===== src/rtl/mbx_con_pkg.sv =====
// Shared constants and types for the mailbox console endpoint.
package mbx_con_pkg;
    localparam int MBX_W = 32;

    localparam logic [MBX_W-1:0] MSG_ALIVE = 32'h1;
    localparam logic [MBX_W-1:0] MSG_CONN  = 32'h2;
    localparam logic [MBX_W-1:0] MSG_DISC  = 32'h3;
    localparam logic [MBX_W-1:0] MSG_DATA  = 32'h5;
    localparam logic [MBX_W-1:0] TX_MARK   = 32'h8000_0000;

    localparam int ST_UNKNOWN  = 0;
    localparam int ST_LINK     = 1;
    localparam int ST_IN_PEND  = 20;
    localparam int ST_OUT_PEND = 21;

    typedef enum logic [2:0] {
        A_RXMBX = 3'd0,
        A_TXMBX = 3'd1,
        A_DBIN  = 3'd2,
        A_DBOUT = 3'd3,
        A_STAT  = 3'd4
    } reg_addr_e;

    typedef enum logic [2:0] {
        EV_NONE,
        EV_ALIVE,
        EV_CONN,
        EV_DISC,
        EV_DATA,
        EV_OTHER
    } db_event_e;
endpackage


===== src/rtl/mbx_rx_fifo.sv =====
// Circular receive buffer with a fill count.
// Assumes DEPTH is a power of two so that the pointers wrap on their own.
// A flush takes priority over push and pop. A push into a full buffer is
// blocked by the caller.
module mbx_rx_fifo #(
    parameter int DEPTH = 256,
    parameter int W     = 8,
    localparam int AW   = $clog2(DEPTH),
    localparam int CW   = $clog2(DEPTH + 1)
) (
    input  logic          clk,
    input  logic          rst_n,
    input  logic          flush,
    input  logic          push,
    input  logic [W-1:0]  push_data,
    output logic          out_valid,
    output logic [W-1:0]  out_data,
    input  logic          out_ready,
    output logic [CW-1:0] count
);
    logic [W-1:0]  mem [DEPTH];
    logic [AW-1:0] wr_ptr, rd_ptr;
    logic          pop;

    // Pop happens on a handshake while data is present.
    always_comb begin
        out_valid = (count != '0);
        out_data  = mem[rd_ptr];
        pop       = out_valid && out_ready;
    end

    // Storage array, written on push.
    always_ff @(posedge clk) begin
        if (push && !flush) mem[wr_ptr] <= push_data;
    end

    // Pointer and count update.
    always_ff @(posedge clk) begin
        if (!rst_n || flush) begin
            wr_ptr <= '0;
            rd_ptr <= '0;
            count  <= '0;
        end else begin
            if (push) wr_ptr <= wr_ptr + 1'b1;
            if (pop)  rd_ptr <= rd_ptr + 1'b1;
            case ({push, pop})
                2'b10:   count <= count + 1'b1;
                2'b01:   count <= count - 1'b1;
                default: count <= count;
            endcase
        end
    end
endmodule


===== src/rtl/mbx_tx_path.sv =====
// Owns the transmit mailbox. It accepts a character only while the mailbox
// reads zero, marks it with the top bit, and after a newline inserts a
// carriage return once the remote host has freed the mailbox again.
// A remote write to the mailbox takes priority over local loads.
module mbx_tx_path
    import mbx_con_pkg::*;
#(
    parameter int              CHAR_W  = 8,
    parameter logic [CHAR_W-1:0] NL_CHAR = 8'h0A,
    parameter logic [CHAR_W-1:0] CR_CHAR = 8'h0D
) (
    input  logic              clk,
    input  logic              rst_n,
    input  logic              tx_valid,
    input  logic [CHAR_W-1:0] tx_data,
    output logic              tx_ready,
    input  logic              remote_wr,
    input  logic [MBX_W-1:0]  remote_wdata,
    output logic [MBX_W-1:0]  mbx,
    output logic              ring
);
    logic cr_pend;
    logic accept, cr_load, mbx_free;

    // Handshake and load decisions.
    always_comb begin
        mbx_free = (mbx == '0) && !remote_wr;
        tx_ready = mbx_free && !cr_pend;
        accept   = tx_valid && tx_ready;
        cr_load  = mbx_free && cr_pend;
        ring     = accept || cr_load;
    end

    // Mailbox contents and pending carriage return.
    always_ff @(posedge clk) begin
        if (!rst_n) begin
            mbx     <= '0;
            cr_pend <= 1'b0;
        end else begin
            if (remote_wr)    mbx <= remote_wdata;
            else if (cr_load) mbx <= TX_MARK | MBX_W'(CR_CHAR);
            else if (accept)  mbx <= TX_MARK | MBX_W'(tx_data);
            if (cr_load)                         cr_pend <= 1'b0;
            else if (accept && tx_data == NL_CHAR) cr_pend <= 1'b1;
        end
    end
endmodule


===== src/rtl/mbx_db_handler.sv =====
// Decodes the incoming doorbell word into a single event and keeps the
// sticky flag for values that carry no known meaning.
// Assumes the doorbell word is cleared by the caller whenever the event
// is not EV_NONE.
module mbx_db_handler
    import mbx_con_pkg::*;
(
    input  logic             clk,
    input  logic             rst_n,
    input  logic [MBX_W-1:0] db_in,
    output db_event_e        ev,
    output logic             unknown_seen
);
    // Map the doorbell value to an event.
    always_comb begin
        unique case (db_in)
            '0:        ev = EV_NONE;
            MSG_ALIVE: ev = EV_ALIVE;
            MSG_CONN:  ev = EV_CONN;
            MSG_DISC:  ev = EV_DISC;
            MSG_DATA:  ev = EV_DATA;
            default:   ev = EV_OTHER;
        endcase
    end

    // Sticky record of an unlisted doorbell value.
    always_ff @(posedge clk) begin
        if (!rst_n)              unknown_seen <= 1'b0;
        else if (ev == EV_OTHER) unknown_seen <= 1'b1;
    end
endmodule


===== src/rtl/mbx_console_endpoint.sv =====
// Local console endpoint over shared mailbox and doorbell words.
// It holds the receive mailbox and both doorbell words, handles one
// incoming doorbell message per cycle, and stalls the remote sender by
// leaving the receive mailbox nonzero while the buffer is nearly full.
// Assumes the remote host writes the receive mailbox only while it reads
// zero, and rings the data doorbell after that write.
module mbx_console_endpoint
    import mbx_con_pkg::*;
#(
    parameter int CHAR_W    = 8,
    parameter int RX_DEPTH  = 256,
    parameter int HOLD_FREE = 4,
    parameter int ADDR_W    = 3,
    localparam int CW       = $clog2(RX_DEPTH + 1)
) (
    input  logic              clk,
    input  logic              rst_n,
    input  logic              tx_valid,
    input  logic [CHAR_W-1:0] tx_data,
    output logic              tx_ready,
    output logic              rx_valid,
    output logic [CHAR_W-1:0] rx_data,
    input  logic              rx_ready,
    input  logic              disc_req,
    output logic              link_up,
    input  logic              reg_we,
    input  logic [ADDR_W-1:0] reg_addr,
    input  logic [MBX_W-1:0]  reg_wdata,
    output logic [MBX_W-1:0]  reg_rdata,
    output logic              remote_irq
);
    localparam logic [CW-1:0] DEPTH_C     = CW'(RX_DEPTH);
    localparam logic [CW-1:0] FULL_MARK_C = CW'(RX_DEPTH - HOLD_FREE);

    logic [MBX_W-1:0] rx_mbx, db_in, db_out, tx_mbx, status;
    logic [CW-1:0]    fifo_count;
    logic             hold, link, unknown_seen, tx_ring;
    logic             wr_rx, wr_tx, wr_dbin, wr_dbout;
    logic             push, hold_set, release_hold, clear_rx;
    logic [MBX_W-1:0] db_out_set, db_out_clr, db_in_set;
    db_event_e        ev;

    // Remote write strobes per register offset.
    always_comb begin
        wr_rx    = reg_we && (reg_addr == A_RXMBX);
        wr_tx    = reg_we && (reg_addr == A_TXMBX);
        wr_dbin  = reg_we && (reg_addr == A_DBIN);
        wr_dbout = reg_we && (reg_addr == A_DBOUT);
    end

    mbx_db_handler i_db_handler (
        .clk          (clk),
        .rst_n        (rst_n),
        .db_in        (db_in),
        .ev           (ev),
        .unknown_seen (unknown_seen)
    );

    mbx_tx_path #(
        .CHAR_W (CHAR_W)
    ) i_tx_path (
        .clk          (clk),
        .rst_n        (rst_n),
        .tx_valid     (tx_valid),
        .tx_data      (tx_data),
        .tx_ready     (tx_ready),
        .remote_wr    (wr_tx),
        .remote_wdata (reg_wdata),
        .mbx          (tx_mbx),
        .ring         (tx_ring)
    );

    // Receive-side decisions: store, hold and release.
    always_comb begin
        push         = (ev == EV_DATA) && (fifo_count != DEPTH_C);
        hold_set     = (ev == EV_DATA) && (fifo_count >= FULL_MARK_C);
        release_hold = hold && (fifo_count <= FULL_MARK_C);
        clear_rx     = (ev == EV_CONN)
                     || ((ev == EV_DATA) && !hold_set)
                     || (release_hold && !hold_set);
    end

    mbx_rx_fifo #(
        .DEPTH (RX_DEPTH),
        .W     (CHAR_W)
    ) i_rx_fifo (
        .clk       (clk),
        .rst_n     (rst_n),
        .flush     (ev == EV_CONN),
        .push      (push),
        .push_data (rx_mbx[CHAR_W-1:0]),
        .out_valid (rx_valid),
        .out_data  (rx_data),
        .out_ready (rx_ready),
        .count     (fifo_count)
    );

    // Doorbell set and clear masks.
    always_comb begin
        db_out_set = '0;
        if (ev == EV_ALIVE) db_out_set = db_out_set | MSG_ALIVE;
        if (tx_ring)        db_out_set = db_out_set | MSG_DATA;
        if (disc_req)       db_out_set = db_out_set | MSG_DISC;
        db_out_clr = wr_dbout ? reg_wdata : '0;
        db_in_set  = wr_dbin ? reg_wdata : '0;
    end

    // Receive mailbox: remote writes win over local zeroing.
    always_ff @(posedge clk) begin
        if (!rst_n)        rx_mbx <= '0;
        else if (wr_rx)    rx_mbx <= reg_wdata;
        else if (clear_rx) rx_mbx <= '0;
    end

    // Doorbell words: local set wins over remote clear in the same cycle.
    always_ff @(posedge clk) begin
        if (!rst_n) begin
            db_in  <= '0;
            db_out <= '0;
        end else begin
            db_in  <= ((ev != EV_NONE) ? '0 : db_in) | db_in_set;
            db_out <= (db_out & ~db_out_clr) | db_out_set;
        end
    end

    // Hold flag for receive flow control.
    always_ff @(posedge clk) begin
        if (!rst_n || ev == EV_CONN) hold <= 1'b0;
        else if (hold_set)           hold <= 1'b1;
        else if (release_hold)       hold <= 1'b0;
    end

    // Link state: a disconnect request wins over a connect in the same cycle.
    always_ff @(posedge clk) begin
        if (!rst_n || disc_req) link <= 1'b0;
        else if (ev == EV_CONN) link <= 1'b1;
    end

    // Status word and remote read mux.
    always_comb begin
        status              = '0;
        status[ST_UNKNOWN]  = unknown_seen;
        status[ST_LINK]     = link;
        status[ST_IN_PEND]  = (db_in != '0);
        status[ST_OUT_PEND] = (db_out != '0);
        unique case (reg_addr)
            A_RXMBX: reg_rdata = rx_mbx;
            A_TXMBX: reg_rdata = tx_mbx;
            A_DBIN:  reg_rdata = db_in;
            A_DBOUT: reg_rdata = db_out;
            A_STAT:  reg_rdata = status;
            default: reg_rdata = '0;
        endcase
        link_up    = link;
        remote_irq = (db_out != '0);
    end
endmodule


===== config.mk =====
export PLATFORM = sky130hd
export DESIGN_NAME = mbx_console_endpoint
export DESIGN_NICKNAME = d
export VERILOG_FILES = /design/src/rtl/mbx_con_pkg.sv /design/src/rtl/mbx_rx_fifo.sv /design/src/rtl/mbx_tx_path.sv /design/src/rtl/mbx_db_handler.sv /design/src/rtl/mbx_console_endpoint.sv
export SDC_FILE = /design/constraint.sdc
export NUM_CORES = 2
export LEC_CHECK = 0
export BUFFER_PORTS_ARGS = -buffer_cell sky130_fd_sc_hd__buf_2
export CORE_MARGIN = 2
export CORE_UTILIZATION = 25
export CTS_BUF_LIST = sky130_fd_sc_hd__clkbuf_4 sky130_fd_sc_hd__clkbuf_8
export DETAILED_ROUTE_END_ITERATION = 10
export PLACE_DENSITY = 0.38
export SYNTH_ARGS = -nofsm -noshare
export SYNTH_HDL_FRONTEND = slang
export SYNTH_SLANG_ARGS = --single-unit

===== constraint.sdc =====
create_clock -name clk -period 7.55 [get_ports clk]
set_input_delay 0 -clock clk [delete_from_list [all_inputs] [get_ports clk]]
set_output_delay 0 -clock clk [all_outputs]
set_load 0.005 [all_outputs]

==> metrics.log <==
INFO  metric crit_required = 7.55 ns
INFO  metric synth_cells = 4248
INFO  metric number_of_setup_violations_in_the_final_report = 0
INFO  metric synth_top_area_share = 71.6%
INFO  metric yosys.cell_types.count = 60
INFO  metric numPortBuffers = 92
INFO  metric synth-seq-area-share = 75.4%
INFO  metric detail_route.wl_per_cell = 26.9 um
INFO  metric die_area = 0.348 mm^2
INFO  metric post-route-util = 29.5%
INFO  metric aggregate_global_route_resource_usage = 14.6%
INFO  metric core.rowCount = 215
INFO  metric place.gp.congestion = 0.758
INFO  metric slew_violations = 0
INFO  metric hold_violations = 0
INFO  metric cp-start-kind = flip-flop
INFO  metric fin_tns_setup = 0 ns
INFO  metric boundaryPins = 93
INFO  metric gr-total-overflow = 0
INFO  metric synth_edf_count = 2048
INFO  metric drt_iter0_markers = 3561
INFO  metric cellPowerDensity = 280 mW/mm^2
INFO  metric viasPerCell = 4.54
INFO  metric postCtsSetupBuffers = 0
INFO  metric post_synth_instance_area = 0.0859 mm^2
INFO  metric final_worst_clock_skew = 0.0624 ns
INFO  metric post-route-min-period = 5.73 ns
INFO  metric tritoncts_clock_tree = built
INFO  metric fin_area = 0.101 mm^2
INFO  metric worst-slew-pin-transition = 1.30 ns
INFO  metric syn_area_per_cell = 20.2 um^2
INFO  metric fin_nets = 4753
INFO  metric postRouteAntennaNets = 0
INFO  metric numClockSinks = 2213
INFO  metric die_y = 590 um
INFO  metric worstSkewPairLatency = 1.06 ns
INFO  metric routed.top_layer = met5
INFO  metric routed-wl-met3 = 11200 um
INFO  metric syn_to_final_growth = 17.5%
INFO  metric fmax = 174 MHz
INFO  metric cts.repair.resized = 0
INFO  metric synth.ff_latch_count = 2213
INFO  metric wl = 258000 um
INFO  metric multi_input_comb_area = 0.0198 mm^2
INFO  metric slew_headroom = 13.4%
INFO  metric dr_wl_met2 = 123000 um
INFO  metric rsz0062_at_grt = false
INFO  metric synthesis.nets = 4311
INFO  metric drc = 0
INFO  metric sequential_cell_area = 0.0649 mm^2
INFO  metric floorplan.initialDensity = 25.1%
INFO  metric postCtsHoldBufs = 131
INFO  metric worst-path-max-fanout = 73
INFO  metric period_utilization = 76.0%
INFO  metric critical_path_class = flip-flop to primary output
INFO  metric cp_data_arrival_time = 5.73 ns
INFO  metric dpl_cell_area = 0.0918 mm^2
INFO  metric drt-met1-wl = 119000 um
INFO  metric maxCapViolCount = 0
INFO  metric tritoncts_buffer_count = 394
INFO  metric synthesis.yosys.warnings = 0
INFO  metric worst_hold_path_type = input port to flip-flop
INFO  metric cts-root-to-sink-buffers = 4
INFO  metric drt_pass_1_iters = 5
INFO  metric place_hpwl = 152000 um
INFO  metric layout-drive-gt1-share = 28.0%
INFO  metric ir_drop = 128 uV
INFO  metric synthArstFlopShare = 0%
INFO  metric grt_pass1_vias = 45800
INFO  metric library_cell_occupying_the_most_area_in_the_post_synthesis_netlist = edfxtp_1
INFO  metric end_kind = primary output
INFO  metric synth_area_leaders = edfxtp_1, mux4_2, dfxtp_1
INFO  metric synthFlopType = edfxtp_1
INFO  metric worst_hold_slack = 0.223 ns
INFO  metric antenna_found_initial = 13
INFO  metric die_w = 590 um
INFO  metric cts.htree.levels = 5
INFO  metric grt_first_pass_wirelength = 364000 um
INFO  metric run_status = finished, final reports clean
INFO  metric stdcell_count = 9583
INFO  metric leakage = 28.9 nW
INFO  metric numPlacedInstances = 8720
INFO  metric area_of_the_core = 0.342 mm^2
INFO  metric clk_transition_reported_paths = 0.06 ns
INFO  metric vias = 43500
INFO  metric clock-root-buffer = clkbuf_8
INFO  metric grt_start_max_net_pins = 188
INFO  metric layout.filler_cells = 33500
==> Yosys cell counts, types with 4 or more instances <==
library cell	number
buf_2	44
and2_1	38
nor4_1	26
inv_1	11
a311oi_1	7
nor2_1	310
o211ai_1	4
a21oi_1	81
or3_1	8
o21ai_0	8
mux4_2	540
nand3_1	36
a211oi_1	18
o221ai_1	21
mux2i_1	112
nor3b_1	5
a31oi_1	11
buf_1	17
nor2b_1	74
buf_4	31
clkbuf_1	146
dfxtp_1	165
a22oi_1	144
nand4_1	25
a221o_1	28
nor3_1	21
buf_6	29
xnor2_1	11
nand2_1	87
a22o_1	30
xor2_1	9
a21boi_0	6
nand2b_1	7
edfxtp_1	2048
o21ai_1	5
ha_1	13
o22ai_1	29
and3_1	7
==> power by group <==
part           switching [mW]  leakage [nW]  internal, mW  total (mW)
registers              0.0980          18.4          13.3        13.4
logic                    1.93          6.31          1.67        3.61
clock network            5.17          4.15          6.06        11.2
==> routing by layer <==
layer  vias to the layer above  GRT usage (%)
met3                       358           2.25
met5                         -              0
met1                     23500           20.5
li1                      18600              -
met4                         6           3.54
met2                      1048           23.6
==> logic make-up (layout without fill, tap and decap cells) <==
group / Yosys count / in the layout / share of synthesized area [%]
multiplexers: 655 / 655 / 15.5
AO/OA/AOI/OAI: 407 / 407 / 3.40
buffers and inverters: 279 / 1050 / 1.68
XOR/XNOR: 20 / 20 / 0.204
flip-flops: 2213 / 2213 / 75.4
other: 0 / 7 / 0
adder cells (fa/ha/maj): 14 / 14 / 0.213
AND/OR/NAND/NOR: 660 / 660 / 3.61
==> final timing paths <==
path	from	end	slack [ns]	depth (start not counted)
worst max-delay path	flip-flop	rx_data[3]	1.82	9
worst min-delay path	rst_n	i_tx_path.mbx[17]	0.22	3
worst max register to register	db_in[16]	i_rx_fifo.mem[222][5]	2.88	7
worst min register to register	rx_mbx[24]	rx_mbx[24]	0.52	2
==> per-stage QoR <==
stage / total power, mW / worst slack [ns]
after CTS: 28.7 / 1.71
final: 28.2 / 1.82
after global placement: 17.4 / 2.79
after floorplan: 16.2 / 3.28
after global routing: 29.4 / 1.74
after detailed placement: 17.3 / 2.90
==> registers in the layout, indices dropped and copies added (netlist names), named ones only <==
register	cells
i_rx_fifo.wr_ptr	8
link_up	1
i_rx_fifo.mem	2048
rx_mbx	32
db_out	32
db_in	32
hold	1
i_db_handler.unknown_seen	1
i_rx_fifo.count	9
i_tx_path.mbx	32
i_rx_fifo.rd_ptr	8
i_tx_path.cr_pend	1
==> critical path, cell delays in order (launching register included) <==
cell and delay (ns):
dfxtp_4 0.71, buf_12 0.49, buf_4 0.55, mux4_2 0.45, mux4_2 0.51, a21oi_1 0.52, a21oi_1 0.09, nor3_1 0.68
a311oi_1 0.33, buf_2 0.25
==> final cells by class <==
cell class	instances	share of cell area, %
Sequential cell	2213	64.2
Multi-Input combinational cell	1756	19.6
Clock buffer	546	6.66
Tap cell	4557	5.65
Timing Repair Buffer	314	2.64
Clock inverter	179	1.12
Inverter	11	0.0409
Antenna cell	7	0.0174
==> cell usage in the layout, fill, tap and decap left out, drive strengths merged, types with 81 or more instances in the layout <==
cell / instances
edfxtp: 2048
clkbuf: 546
mux4: 540
nor2: 311
buf: 183
dfxtp: 165
clkinv: 150
a22oi: 144
dlygate4sd3: 131
mux2i: 112
nand2: 87
a21oi: 81
Power figures use the tool's default switching activity.
